## src/rtl/fxs_pkg.sv

```systemverilog
package fxs_pkg;
    typedef enum logic {
        MODE_ALONE = 1'b0,
        MODE_RING  = 1'b1
    } ring_mode_e;
endpackage

```

## src/rtl/fxs_store.sv

```systemverilog
module fxs_store #(
    parameter int W     = 9,
    parameter int DEPTH = 8
) (
    input  logic                       clk,
    input  logic                       rst_n,
    input  logic                       push,
    input  logic                       pop,
    input  logic [W-1:0]               wdata,
    output logic [W-1:0]               head,
    output logic [$clog2(DEPTH+1)-1:0] fill
);
    localparam int CW = $clog2(DEPTH + 1);
    localparam int AW = (DEPTH > 1) ? $clog2(DEPTH) : 1;
    localparam logic [AW-1:0] LAST_A = AW'(DEPTH - 1);
    localparam logic [CW-1:0] FULL_C = CW'(DEPTH);

    typedef struct packed {
        logic [AW-1:0] wp;
        logic [AW-1:0] rp;
        logic [CW-1:0] cnt;
    } ptr_t;

    ptr_t         p_d, p_q;
    logic [W-1:0] mem_q [DEPTH];

    function automatic logic [AW-1:0] bump(input logic [AW-1:0] p);
        return (p == LAST_A) ? '0 : p + 1'b1;
    endfunction

    always_comb begin
        p_d = p_q;
        if (!rst_n) begin
            p_d = '0;
        end else begin
            if (push) p_d.wp = bump(p_q.wp);
            if (pop)  p_d.rp = bump(p_q.rp);
            case ({push, pop})
                2'b10:   p_d.cnt = p_q.cnt + 1'b1;
                2'b01:   p_d.cnt = p_q.cnt - 1'b1;
                default: p_d.cnt = p_q.cnt;
            endcase
        end
    end

    always_ff @(posedge clk) begin
        p_q <= p_d;
    end

    always_ff @(posedge clk) begin
        if (push) mem_q[p_q.wp] <= wdata;
    end

    assign head = mem_q[p_q.rp];
    assign fill = p_q.cnt;

    a_r3_no_overflow: assert property (@(posedge clk) disable iff (!rst_n)
        (p_q.cnt == FULL_C) |-> !push);
    a_r3_no_underflow: assert property (@(posedge clk) disable iff (!rst_n)
        (p_q.cnt == '0) |-> !pop);
    a_r3_count_bound: assert property (@(posedge clk) disable iff (!rst_n)
        rst_n |-> (p_q.cnt <= FULL_C));
endmodule

```

## src/rtl/fxs_token.sv

```systemverilog
module fxs_token
    import fxs_pkg::*;
#(
    parameter int DEPTH = 8
) (
    input  logic                       clk,
    input  logic                       rst_n,
    input  logic                       fl_n,
    input  logic [1:0]                 xi_n,
    input  logic                       wr_en,
    input  logic                       rd_en,
    input  logic [$clog2(DEPTH+1)-1:0] fill,
    output logic                       push,
    output logic                       pop,
    output logic [1:0]                 xo_n,
    output logic                       bus_own
);
    localparam int CW = $clog2(DEPTH + 1);
    localparam logic [CW-1:0] FULL_C = CW'(DEPTH);
    localparam logic [CW-1:0] LAST_C = CW'(DEPTH - 1);
    localparam logic [CW-1:0] ONE_C  = CW'(1);

    typedef struct packed {
        ring_mode_e    mode;
        logic          wtok;
        logic          rtok;
        logic [CW-1:0] seg;
        logic          fresh;
        logic          passed;
    } tok_t;

    tok_t st_d, st_q;
    logic ring, hand_w, hand_r;

    always_comb begin
        ring    = (st_q.mode == MODE_RING);
        push    = rst_n && wr_en && (fill != FULL_C)
                  && (!ring || (st_q.wtok && (st_q.seg == '0)));
        pop     = rst_n && rd_en && (fill != '0) && (!ring || st_q.rtok);
        hand_w  = ring && push && !pop && (fill == LAST_C);
        hand_r  = ring && pop && (st_q.seg == ONE_C);
        xo_n    = rst_n ? {~hand_r, ~hand_w} : 2'b11;
        bus_own = !ring || (st_q.rtok && !st_q.fresh) || st_q.passed;

        st_d = st_q;
        if (hand_w)                 st_d.wtok = 1'b0;
        else if (ring && !xi_n[0])  st_d.wtok = 1'b1;
        if (hand_r)                 st_d.rtok = 1'b0;
        else if (ring && !xi_n[1])  st_d.rtok = 1'b1;
        if (hand_w)                          st_d.seg = FULL_C;
        else if (pop && (st_q.seg != '0))    st_d.seg = st_q.seg - 1'b1;
        st_d.fresh  = ring && !xi_n[1];
        st_d.passed = hand_r;

        if (!rst_n) begin
            st_d.mode   = (xi_n != 2'b00) ? MODE_RING : MODE_ALONE;
            st_d.wtok   = ~fl_n;
            st_d.rtok   = ~fl_n;
            st_d.seg    = '0;
            st_d.fresh  = 1'b0;
            st_d.passed = 1'b0;
        end
    end

    always_ff @(posedge clk) begin
        st_q <= st_d;
    end

    a_r1_mode_held: assert property (@(posedge clk) disable iff (!rst_n)
        rst_n |=> $stable(st_q.mode));
    a_r4_wr_pulse_short: assert property (@(posedge clk) disable iff (!rst_n)
        !xo_n[0] |=> xo_n[0]);
    a_r4_wr_release: assert property (@(posedge clk) disable iff (!rst_n)
        !xo_n[0] |=> !st_q.wtok);
    a_r5_rd_release: assert property (@(posedge clk) disable iff (!rst_n)
        !xo_n[1] |=> !st_q.rtok);
    a_r6_wr_take: assert property (@(posedge clk) disable iff (!rst_n)
        (ring && !xi_n[0] && xo_n[0]) |=> st_q.wtok);
    a_r6_rd_take: assert property (@(posedge clk) disable iff (!rst_n)
        (ring && !xi_n[1] && xo_n[1]) |=> st_q.rtok);
    a_r7_no_write_without_token: assert property (@(posedge clk) disable iff (!rst_n)
        (ring && !st_q.wtok) |-> !push);
    a_r7_no_read_without_token: assert property (@(posedge clk) disable iff (!rst_n)
        (ring && !st_q.rtok) |-> !pop);
    a_r8_closed_segment_blocks: assert property (@(posedge clk) disable iff (!rst_n)
        (st_q.seg != '0) |-> !push);
    a_r11_alone_quiet: assert property (@(posedge clk) disable iff (!rst_n)
        !ring |-> (xo_n == 2'b11));
endmodule

```

## src/rtl/fifo_exp_slice.sv

```systemverilog
module fifo_exp_slice #(
    parameter int W     = 9,
    parameter int DEPTH = 8
) (
    input  logic         clk,
    input  logic         rst_n,
    input  logic         fl_n,
    input  logic [1:0]   xi_n,
    output logic [1:0]   xo_n,
    input  logic         wr_en,
    input  logic [W-1:0] din,
    input  logic         rd_en,
    input  logic         oe_n,
    output logic [W-1:0] dout,
    output logic         drv,
    output logic         full_n,
    output logic         empty_n
);
    localparam int CW = $clog2(DEPTH + 1);
    localparam logic [CW-1:0] FULL_C = CW'(DEPTH);

    typedef struct packed {
        logic [W-1:0] q;
    } out_t;

    out_t          o_d, o_q;
    logic          push, pop, bus_own;
    logic [W-1:0]  head;
    logic [CW-1:0] fill;

    fxs_token #(.DEPTH(DEPTH)) i_token (
        .clk     (clk),
        .rst_n   (rst_n),
        .fl_n    (fl_n),
        .xi_n    (xi_n),
        .wr_en   (wr_en),
        .rd_en   (rd_en),
        .fill    (fill),
        .push    (push),
        .pop     (pop),
        .xo_n    (xo_n),
        .bus_own (bus_own)
    );

    fxs_store #(.W(W), .DEPTH(DEPTH)) i_store (
        .clk   (clk),
        .rst_n (rst_n),
        .push  (push),
        .pop   (pop),
        .wdata (din),
        .head  (head),
        .fill  (fill)
    );

    always_comb begin
        o_d = o_q;
        if (!rst_n)   o_d.q = '0;
        else if (pop) o_d.q = head;
    end

    always_ff @(posedge clk) begin
        o_q <= o_d;
    end

    assign dout    = o_q.q;
    assign drv     = bus_own && !oe_n;
    assign full_n  = (fill != FULL_C);
    assign empty_n = (fill != '0);

    a_r10_output_holds: assert property (@(posedge clk) disable iff (!rst_n)
        !pop |=> $stable(dout));
    a_r9_no_drive_when_disabled: assert property (@(posedge clk) disable iff (!rst_n)
        oe_n |-> !drv);
endmodule

```

## config.mk

```make
export PLATFORM = sky130hd
export DESIGN_NAME = fifo_exp_slice
export DESIGN_NICKNAME = d
export VERILOG_FILES = /design/src/rtl/fxs_pkg.sv /design/src/rtl/fxs_store.sv /design/src/rtl/fxs_token.sv /design/src/rtl/fifo_exp_slice.sv
export SDC_FILE = /design/constraint.sdc
export NUM_CORES = 1
export LEC_CHECK = 0
export ABC_AREA = 1
export BUFFER_PORTS_ARGS = -buffer_cell sky130_fd_sc_hd__clkbuf_2
export CAP_MARGIN = 20
export CORE_MARGIN = 2
export CORE_UTILIZATION = 59
export DETAILED_ROUTE_END_ITERATION = 10
export GPL_TIMING_DRIVEN = 0
export PLACE_DENSITY = 0.79
export SLEW_MARGIN = 0
export SYNTH_ARGS = -nofsm -noshare
export SYNTH_HDL_FRONTEND = slang
export SYNTH_SLANG_ARGS = --single-unit
```

## constraint.sdc

```tcl
create_clock -name clk -period 2.4 [get_ports clk]
set_clock_uncertainty 0.15 [all_clocks]
set_input_delay 0.12 -clock clk [delete_from_list [all_inputs] [get_ports clk]]
set_output_delay 0.12 -clock clk [all_outputs]
set_load 0.05 [all_outputs]
```

==> reports/results.tsv, run 1 <==
metric	value	unit
first-pass GRT wire length	14500	um
Starting Density	61.5	%
DR vias	3215	
clock latency on the worst-skew pair	0.36	ns
YS warnings	0	
cells after synthesis	409	
commonest cells after routing, fill and taps aside	nor2_1 (83), edfxtp_1 (75), o21ai_0 (42)	
DR DRC count	0	
Crit Path Category	reg2reg	
FF+latch count, synth	100	
layout cells sized above 1	17.2	%
overall die height	88.4	um
Post-Route WL	9230	um
Static Leak	1.87	nW
PortBufs	30	
hold_ws	0.0174	ns
core box area	6830	um2
RePlAce Congestion	0.830	
CP required	2.28	ns
Routed WL per cell	16.2	um
worst hold path class	in2reg	
Final Hold Violating Endpoints	0	
setup TNS	0	ns
maxcap violations	0	
DIE WIDTH	88.4	um
CTS tree	done	
Seq pwr share	53.6	%
Final ANT Viol Nets	0	
Final setup violation count	0	
Net Count, Synth	436	
CP Capture Type	register	
Avg Inst Size Synth	10.3	um2
antenna violations before repair	0	
Slew Viols, Final	0	
H-tree lvl count	3	
commonest non-fill, non-tap cell in the layout	nor2_1	
Clock Power Share	33.2	%
I/O Pins	31	
CP arrival	2.15	ns
run status	complete, no violations	
row count	30	
Sw Ratio	26.5	%
Comb power frac	13.3	%
Root Driver	clkbuf_8	
gr usage total	25.5	%
f_max	441	MHz
Worst-path clk slew	0.10	ns
nets	494	
# diodes	0	
Die ar.	7810	um2
total power	0.00361	W
pwr dens	732	nW/um2
period utilisation layout	94.4	%
Iteration-0 DRC Markers	302	
dpl hpwl	5840	um
largest net degree at the start of global routing	18	
grt ovf	0	
sequential cell area fraction in the yosys report	65.5	%
Rel. slew slack	62.4	%
drt via density	5.66	
Finished Core Util	72.1	%
mapped cell area	4200	um2
Worst Setup Start Kind	register	
post-synth cell types	26	
Worst IR Drop VDD	0.457	mV
CTS sink cnt	100	
vias in the first global route	2969	
buffer levels on the longest clock path	2	
iteration count of the initial detailed-routing pass	6	
switching power	0.000954	W
CTS buffer count	9	
Worst-Margin Slew	0.563	ns
Area growth, synth to finish	17.2	%
Period minus WS final	2.27	ns
CP Max Fanout	9	
Pint	0.00265	W
==> critical path, cell delays in order, from the launching register on <==
cell and delay [ns]:
dfxtp_2 0.35, inv_1 0.10, ha_1 0.19, nand3_1 0.10, nand2_1 0.13, nand2_4 0.10
inv_1 0.16, nand2_1 0.27, nor2_4 0.38
==> state kept, by name, indices dropped and copies added, names as in the netlist <==
name and cells:
i_store.mem_q 72, dout 9, i_token.st_q 8, i_store.p_q 6
i_store.fill 4, i_token.ring 1
==> Yosys cell counts, drive strengths merged <==
master | count | share of area (%)
nor2 | 93 | 8.4
edfxtp | 75 | 54
nand2 | 46 | 4.3
o21ai | 44 | 5.2
nand3 | 35 | 4.2
inv | 28 | 2.5
dfxtp | 25 | 12
a21oi | 23 | 2.8
buf | 10 | 1.3
ha | 10 | 3.0
clkbuf | 6 | 0.57
nand4 | 6 | 0.89
a211oi | 2 | 0.36
clkinv | 1 | 0.089
nor3 | 1 | 0.12
o21ba | 1 | 0.24
or2 | 1 | 0.15
xnor2 | 1 | 0.21
xor2 | 1 | 0.21
==> per-layer routing <==
layer | vias to the layer above | part of all wire, % | track usage (%)
met1 | 1530 | 43 | 37.2
met3 | 21 | 8.5 | 4.85
met4 | 0 | 2.1 | 10.3
li1 | 1515 | - | -
met2 | 149 | 46 | 38.3
met5 | - | 0 | 0
==> per-stage QoR <==
stage | cell area, um2 | instances | worst slack, ns
global route | 4920 | 568 | -0.00625
global placement | 4470 | 535 | -0.0251
finish | 4920 | 568 | 0.134
detailed placement | 4470 | 535 | -0.0934
CTS | 4860 | 567 | -0.0105
floorplan | 4200 | 409 | 0.0598
==> repair_timing <==
item	CTS	global route
hold endpoints to repair	81	0
endpoints found under the setup margin	55	58
pin swaps	0	2
buffers inserted	3	1
hold buffers	13	0
gates resized for setup	6	14
==> final cells by class <==
class	instances	area, um2
Clock buffer	10	128
Buffer	16	80.1
Clock inverter	6	93.8
Multi-Input combinational cell	264	1330
Timing Repair Buffer	47	310
Sequential cell	100	2750
Inverter	29	111
Tap cell	96	120
Fill cell	490	1910
==> cells by family after synthesis <==
logic type / count (synthesis) / share of synthesized area, %
DFF: 100 / 65.5
AOI/OAI and AO/OA: 70 / 8.67
xor gates and xnor gates: 2 / 0.417
and+or+nand+nor: 182 / 18.0
buffers and inverters: 45 / 4.41
adders and majority gates: 10 / 2.98
==> power by group through the flow <==
stage	registers [W]	logic (W)	clock network [W]
finish	0.00193	0.000479	0.00120
global route	0.00193	0.000529	0.00127
CTS	0.00193	0.000458	0.00120
detailed placement	0.00197	0.000429	0
global placement	0.00197	0.000415	0
floorplan	0.00200	0.000269	0
==> worst paths after layout <==
check                       start                  end  slack (ns)  cells after the start
hold / removal              wr_en       i_store.p_q[9]        0.02                      5
setup / recovery  i_token.st_q[2]  i_store.mem_q[0][8]        0.13                      8
setup reg to reg  i_token.st_q[2]  i_store.mem_q[0][8]        0.13                      8
hold reg to reg           dout[4]              dout[4]        0.32                      2
No activity file was read; power rests on OpenSTA's default activity.
==> inputs of run 2 (changes only) <==
- CORE_UTILIZATION: 59 -> 54
- PLACE_DENSITY: 0.79 -> 0.77
- clock period: 2.4 -> 2 ns (I/O delays scaled with it)
==> reports/results.tsv, run 2 (same netlist as run 1, synthesis figures left out) <==
metric	value	unit	change
run status	finished with violations		
failing checks	negative hold slack		
Clock Power Share	29.6	%	-3.6 points
vias in the first global route	3095		+4.2%
f_max	504	MHz	+14%
CTS tree	done		
pwr dens	807	nW/um2	+10%
R2R Path End	i_store.fill[2]		
Final Cell Area	5280	um2	+7.1%
RSZ-0062 raised after global routing	true		
Period minus WS final	1.98	ns	-0.282 ns
Post-Route WL	9930	um	+7.6%
min-delay src	rst_n		
Starting Density	54.9	%	-6.6 points
iteration count of the initial detailed-routing pass	5		-1
critical path's slowest cell	edfxtp_1		
Worst IR Drop VDD	0.574	mV	+26%
hold path depth	3		-2
grt ovf	0		unchanged
clock latency on the worst-skew pair	0.38	ns	+0.02 ns
commonest non-fill, non-tap cell in the layout	nor2_1		
Reg with most FFs	i_store.mem_q		
Iteration-0 DRC Markers	174		-42%
Worst Reg-to-Reg Cells	13		+5
critical path depth in cells	13		+5
CTS sink cnt	100		unchanged
drt via density	5.39		-4.8%
Rel. slew slack	55.4	%	-7.1 points
switching power	0.00125	W	+31%
Setup WS pre-CTS	-0.617	ns	-0.524 ns
R2R Setup Slk	0.02	ns	-0.12 ns
core box area	7650	um2	+12%
first-pass GRT wire length	15000	um	+3.6%
Root Driver	clkbuf_8		
H-tree lvl count	3		unchanged
Slew Viols, Final	0		unchanged
period utilisation layout	99.2	%	+4.8 points
PortBufs	30		unchanged
Crit Path Category	reg2reg		
most frequent CP cell	ha_4		
largest net degree at the start of global routing	20		+2
Placed Area	4520	um2	+1.1%
gr usage total	23.8	%	-1.7 points
layout cells sized above 1	25.8	%	+8.7 points
Static Leak	2.00	nW	+7.1%
total power	0.00426	W	+18%
CP peak stage delay	0.47	ns	+0.09 ns
Final ANT Viol Nets	0		unchanged
Die ar.	8500	um2	+8.8%
Worst-Margin Slew	0.670	ns	+0.107 ns
Cell Chain, Critical Path	a21oi_4, nand2_4, inv_4, buf_8, ha_4, nand2_2, inv_2, nor2_4, ha_4, a21oi_2, xnor2_1, o21ai_1, inv_1		
Seq pwr share	54.6	%	+1.0 points
Cells after DPL	541		+1.1%
DIE WIDTH	92.2	um	+4.3%
CP Max Fanout	4		-5
antenna violations before repair	0		unchanged
Pint	0.00301	W	+14%
Area growth, synth to finish	25.6	%	
# diodes	0		unchanged
CP required	2.12	ns	-0.16 ns
Final Hold Violating Endpoints	2		+2
I/O Pins	31		unchanged
worst hold path class	in2reg		
setup ws final	0.0168	ns	-0.118 ns
DR DRC count	0		unchanged
Final setup violation count	0		unchanged
maxcap violations	0		unchanged
Worst Setup Start Kind	register		
buffer levels on the longest clock path	2		unchanged
Post-Layout Cell Count	594		+4.6%
DR vias	3201		-0.44%
row count	32		+6.7%
Routed WL per cell	16.7	um	+2.9%
CP Capture Type	register		
worst path bufs/invs	4		+2
nets	514		+4.0%
overall die height	92.2	um	+4.3%
CP arrival	2.10	ns	-0.05 ns
RR Startpoint	i_token.ring		
commonest cells after routing, fill and taps aside	nor2_1 (79), edfxtp_1 (75), o21ai_0 (39)		
Sw Ratio	29.3	%	+2.8 points
Worst-path clk slew	0.10	ns	about the same
hold_ws	-0.00930	ns	-0.0267 ns
dpl hpwl	5940	um	+1.7%
RePlAce Congestion	0.828		-0.16%
endpoint of the worst hold path	i_store.p_q[8]		
critical path's top delay family	flip-flops		
Comb power frac	15.8	%	+2.5 points
CTS buffer count	9		unchanged
max reg flops	72		unchanged
==> run 2: timing repair <==
item | in CTS | in global routing
gates cloned | 0 | 0
setup endpoints to repair | 77 | 50
buffers inserted | 15 | 9
pin swaps | 11 | 17
hold buffers | 13 | 0
resized for setup | 33 | 26
endpoints found under the hold margin | 83 | 0
==> run 2: worst max-delay path by stage <==
stage / start / to / slack [ns]
global route: i_token.ring / i_store.fill[3] / -0.09
CTS: i_token.st_q[3] / i_store.mem_q[3][8] / -0.02
finish: i_token.ring / i_store.fill[2] / 0.02
floorplan: i_token.ring / i_token.st_q[6] / -0.06
global placement: i_token.st_q[2] / i_store.mem_q[0][2] / -0.54
detailed placement: i_token.st_q[2] / i_store.mem_q[0][6] / -0.62
==> run 2: cell type report <==
type                            instances  area, um2
Multi-Input combinational cell        264       1460
Fill cell                             550       2370
Buffer                                 16       87.6
Tap cell                              102        128
Timing Repair Buffer                   67        531
Sequential cell                       100       2760
Inverter                               29        115
Clock inverter                          7       65.1
Clock buffer                            9        124
==> run 2: metal layers <==
metal | vias up | track usage, % | routed length, um
li1 | 1554 | - | -
met1 | 1504 | 28.2 | 3830
met2 | 124 | 41.1 | 5130
met3 | 19 | 5.42 | 719
met4 | 0 | 11.6 | 251
met5 | - | 0 | 0
==> run 2: power by group through the flow <==
| stage | combinational (W) | clock [W] | sequential [W] |
|---|---|---|---|
| after floorplan | 0.000342 | 0 | 0.00240 |
| after global placement | 0.000522 | 0 | 0.00237 |
| after detailed placement | 0.000536 | 0 | 0.00237 |
| after CTS | 0.000624 | 0.00128 | 0.00232 |
| after global routing | 0.000733 | 0.00136 | 0.00233 |
| final | 0.000674 | 0.00126 | 0.00232 |
==> run 2: tightest hold or removal path, stage by stage <==
cell and delay (ns):
clkbuf_2 0.12, inv_1 0.19, a21oi_1 0.06
==> run 2: stage by stage <==
step	TNS [ns]	hold slack [ns]	util (%)
after floorplan	-1.66	0.0489	-
after global placement	-31.87	0.216	59.2
after detailed placement	-37.93	0.223	59.2
after CTS	-0.133	0.00268	66.6
after global routing	-0.243	0.0220	69.0
final	0	-0.00930	69.0
==> inputs of run 3 (changes only) <==
- ABC_AREA: 1 -> not set
- CORE_UTILIZATION: 54 -> 53
- PLACE_DENSITY: 0.77 -> 0.75
==> reports/results.tsv, run 3 <==
metric	value	unit	change
fraction of registers with async set/reset	0	%	unchanged
Final ANT Viol Nets	0		unchanged
setup ws final	-0.547	ns	-0.563 ns
fillers	399		-27%
drt via density	5.76		+6.9%
clock latency on the worst-skew pair	0.37	ns	about the same
worst path bufs/invs	2		-2
Avg Inst Size Synth	15.5	um2	+51%
FF+latch count, synth	100		unchanged
H-tree lvl count	3		unchanged
first-pass GRT wire length	14500	um	-3.3%
largest area contributor in the netlist	edfxtp_1		
DIE WIDTH	91.7	um	-0.54%
CTS buffer count	9		unchanged
sequential cell area fraction in the yosys report	67.5	%	+2.0 points
cells after synthesis	263		-36%
Finished Core Util	76.1	%	+7.1 points
Worst-path clk slew	0.11	ns	about the same
failing checks	negative setup slack		
layout cells sized above 1	43.9	%	+18 points
RSZ-0062 raised after global routing	true		
Iteration-0 DRC Markers	212		+22%
dpl hpwl	5230	um	-12%
YS warnings	0		unchanged
PortBufs	30		unchanged
CP peak stage delay	0.56	ns	+0.09 ns
grt ovf	0		unchanged
Final setup violation count	85		+85
overall die height	91.7	um	-0.54%
commonest cells after routing, fill and taps aside	edfxtp_1 (75), clkbuf_2 (30), buf_4 (22)		
EDFF count, synth	75		unchanged
Post-Route WL	9710	um	-2.2%
iteration count of the initial detailed-routing pass	4		-1
top-area cell type share of the netlist area	55.2	%	+1.6 points
I/O Pins	31		unchanged
CP Capture Type	register		
f_max	393	MHz	-22%
antenna violations before repair	0		unchanged
post-synth cell types	49		+88%
row count	31		-3.1%
# diodes	0		unchanged
buffer levels on the longest clock path	2		unchanged
Area growth, synth to finish	37.6	%	
DR vias	2696		-16%
CP arrival	2.70	ns	+0.60 ns
critical path's slowest cell	or4_4		
hold_ws	0.155	ns	+0.165 ns
worst hold path class	in2reg		
Root Driver	clkbuf_8		
synth cell count leaders	edfxtp_1 (75), dfxtp_1 (25), mux4_2 (18)		
Sequential Area	2770	um2	about the same
Cell Chain, Critical Path	or4_4, nand3_4, inv_6, clkbuf_16, ha_4, xor2_1, ha_2, a21oi_2, xor2_1, or3_1, a21oi_2		
gr usage total	23.6	%	-0.19 points
run status	finished with violations		
Synth Flop Type	edfxtp_1		
DR DRC count	0		unchanged
setup TNS	-33.61	ns	-33.61 ns
Worst IR Drop VDD	0.662	mV	+15%
Final Hold Violating Endpoints	0		-2
mapped cell area	4080	um2	-2.9%
CP Max Fanout	4		unchanged
Worst-Margin Slew	0.680	ns	+0.00997 ns
Die ar.	8410	um2	-1.1%
core box area	7370	um2	-3.6%
Starting Density	55.3	%	+0.39 points
Slew Viols, Final	0		unchanged
Routed WL per cell	20.8	um	+24%
Reg with most FFs	i_store.mem_q		
period utilisation layout	127	%	+28 points
CTS tree	done		
Static Leak	2.02	nW	+0.72%
Synth area leaders	edfxtp_1 (55%), dfxtp_1 (12%), mux4_2 (9.9%), ha_1 (3.1%), nor2_1 (1.5%)		
commonest non-fill, non-tap cell in the layout	edfxtp_1		
Net Count, Synth	290		-33%
Multi-input gate area	1450	um2	-1.0%
max reg flops	72		unchanged
CTS sink cnt	100		unchanged
vias in the first global route	2755		-11%
nets	391		-24%
Worst Setup Start Kind	register		
Period minus WS final	2.55	ns	+0.563 ns
critical path's top delay family	simple AND/OR/NAND/NOR gates		
Crit Path Category	reg2reg		
maxcap violations	0		unchanged
RePlAce Congestion	0.807		-2.6%
largest net degree at the start of global routing	20		unchanged
pwr dens	733	nW/um2	-9.2%
Rel. slew slack	54.7	%	-0.66 points
CP required	2.15	ns	+0.03 ns
most frequent cell after synthesis	edfxtp_1		
run 3: cell types whose count changed in the layout (fill, tap and decap cells not counted), moves of 12 or more:
| cell | change |
|---|---|
| a21oi_1 | -12 |
| nand3_1 | -31 |
| o21ai_0 | -36 |
| inv_1 | -17 |
| nand2_1 | -26 |
| buf_6 | +12 |
| nor2_4 | -12 |
| nor2_1 | -64 |
| mux4_2 | +18 |
run 3: what timing repair did:
action	in CTS	in global routing
setup buffers	39	7
endpoints found under the setup margin	94	95
resized for setup	34	20
hold buffers	12	0
cloned	2	2
pin swaps	16	12
hold endpoints to repair	77	0
run 3: tightest hold or removal path, stage by stage:
cell and delay (ns):
clkbuf_2 0.08, clkbuf_1 0.28, o21ai_2 0.12, nor2_1 0.04
run 3: final cells by class:
type	count	share of cell area, %
repair buffers	93	16.7
multi-input cells	141	25.8
flip-flops and latches	100	49.3
clock buffers	9	2.21
plain buffers	10	1.45
well taps	99	2.21
inverters	9	0.692
clock inverters	7	1.63
run 3: where the power goes:
| part | switching (W) | total (W) | internal, W |
|---|---|---|---|
| Combinational | 0.000266 | 0.000475 | 0.000209 |
| Clock | 0.000730 | 0.00134 | 0.000610 |
| Sequential | 0.0000257 | 0.00229 | 0.00227 |
run 3: cell families (layout without fill, tap and decap cells):
kind of cell,after synthesis,in the layout,synth area share (%)
flip-flops,100,100,67.5
AND/OR/NAND/NOR,66,66,9.52
AO/OA/AOI/OAI,40,40,5.80
multiplexers,22,22,11.0
buffers and inverters,22,128,2.49
adder cells (fa/ha/maj),10,10,3.07
XOR/XNOR,3,3,0.645
run 3: final timing paths:
| check | cells past startpoint | slack [ns] | end | startpoint |
|---|---|---|---|---|
| setup reg to reg | 11 | -0.55 | i_store.fill[2] | i_store.fill[3] |
| setup / recovery | 11 | -0.55 | i_store.fill[2] | i_store.fill[3] |
| hold / removal | 4 | 0.16 | dout[4] | rst_n |
| hold reg to reg | 2 | 0.36 | dout[8] | dout[8] |
run 3: layer usage:
| metal | track usage (%) | share of wire, % | vias to the layer above | wire [um] |
|---|---|---|---|---|
| li1 | - | - | 1234 | - |
| met1 | 26.9 | 38 | 1348 | 3700 |
| met2 | 42.4 | 54 | 93 | 5280 |
| met3 | 6.24 | 5.0 | 21 | 488 |
| met4 | 9.33 | 2.5 | 0 | 247 |
| met5 | 0 | 0 | - | 0 |
run 3: per-stage QoR:
stage	power [W]	setup WS, ns	area, um2	instances
after floorplan	0.00260	-0.675	4240	263
after CTS	0.00412	-0.591	5400	459
after global routing	0.00425	-0.652	5610	468
final	0.00411	-0.547	5610	468
after detailed placement	0.00270	-0.802	4530	393
after global placement	0.00269	-1.06	4520	392
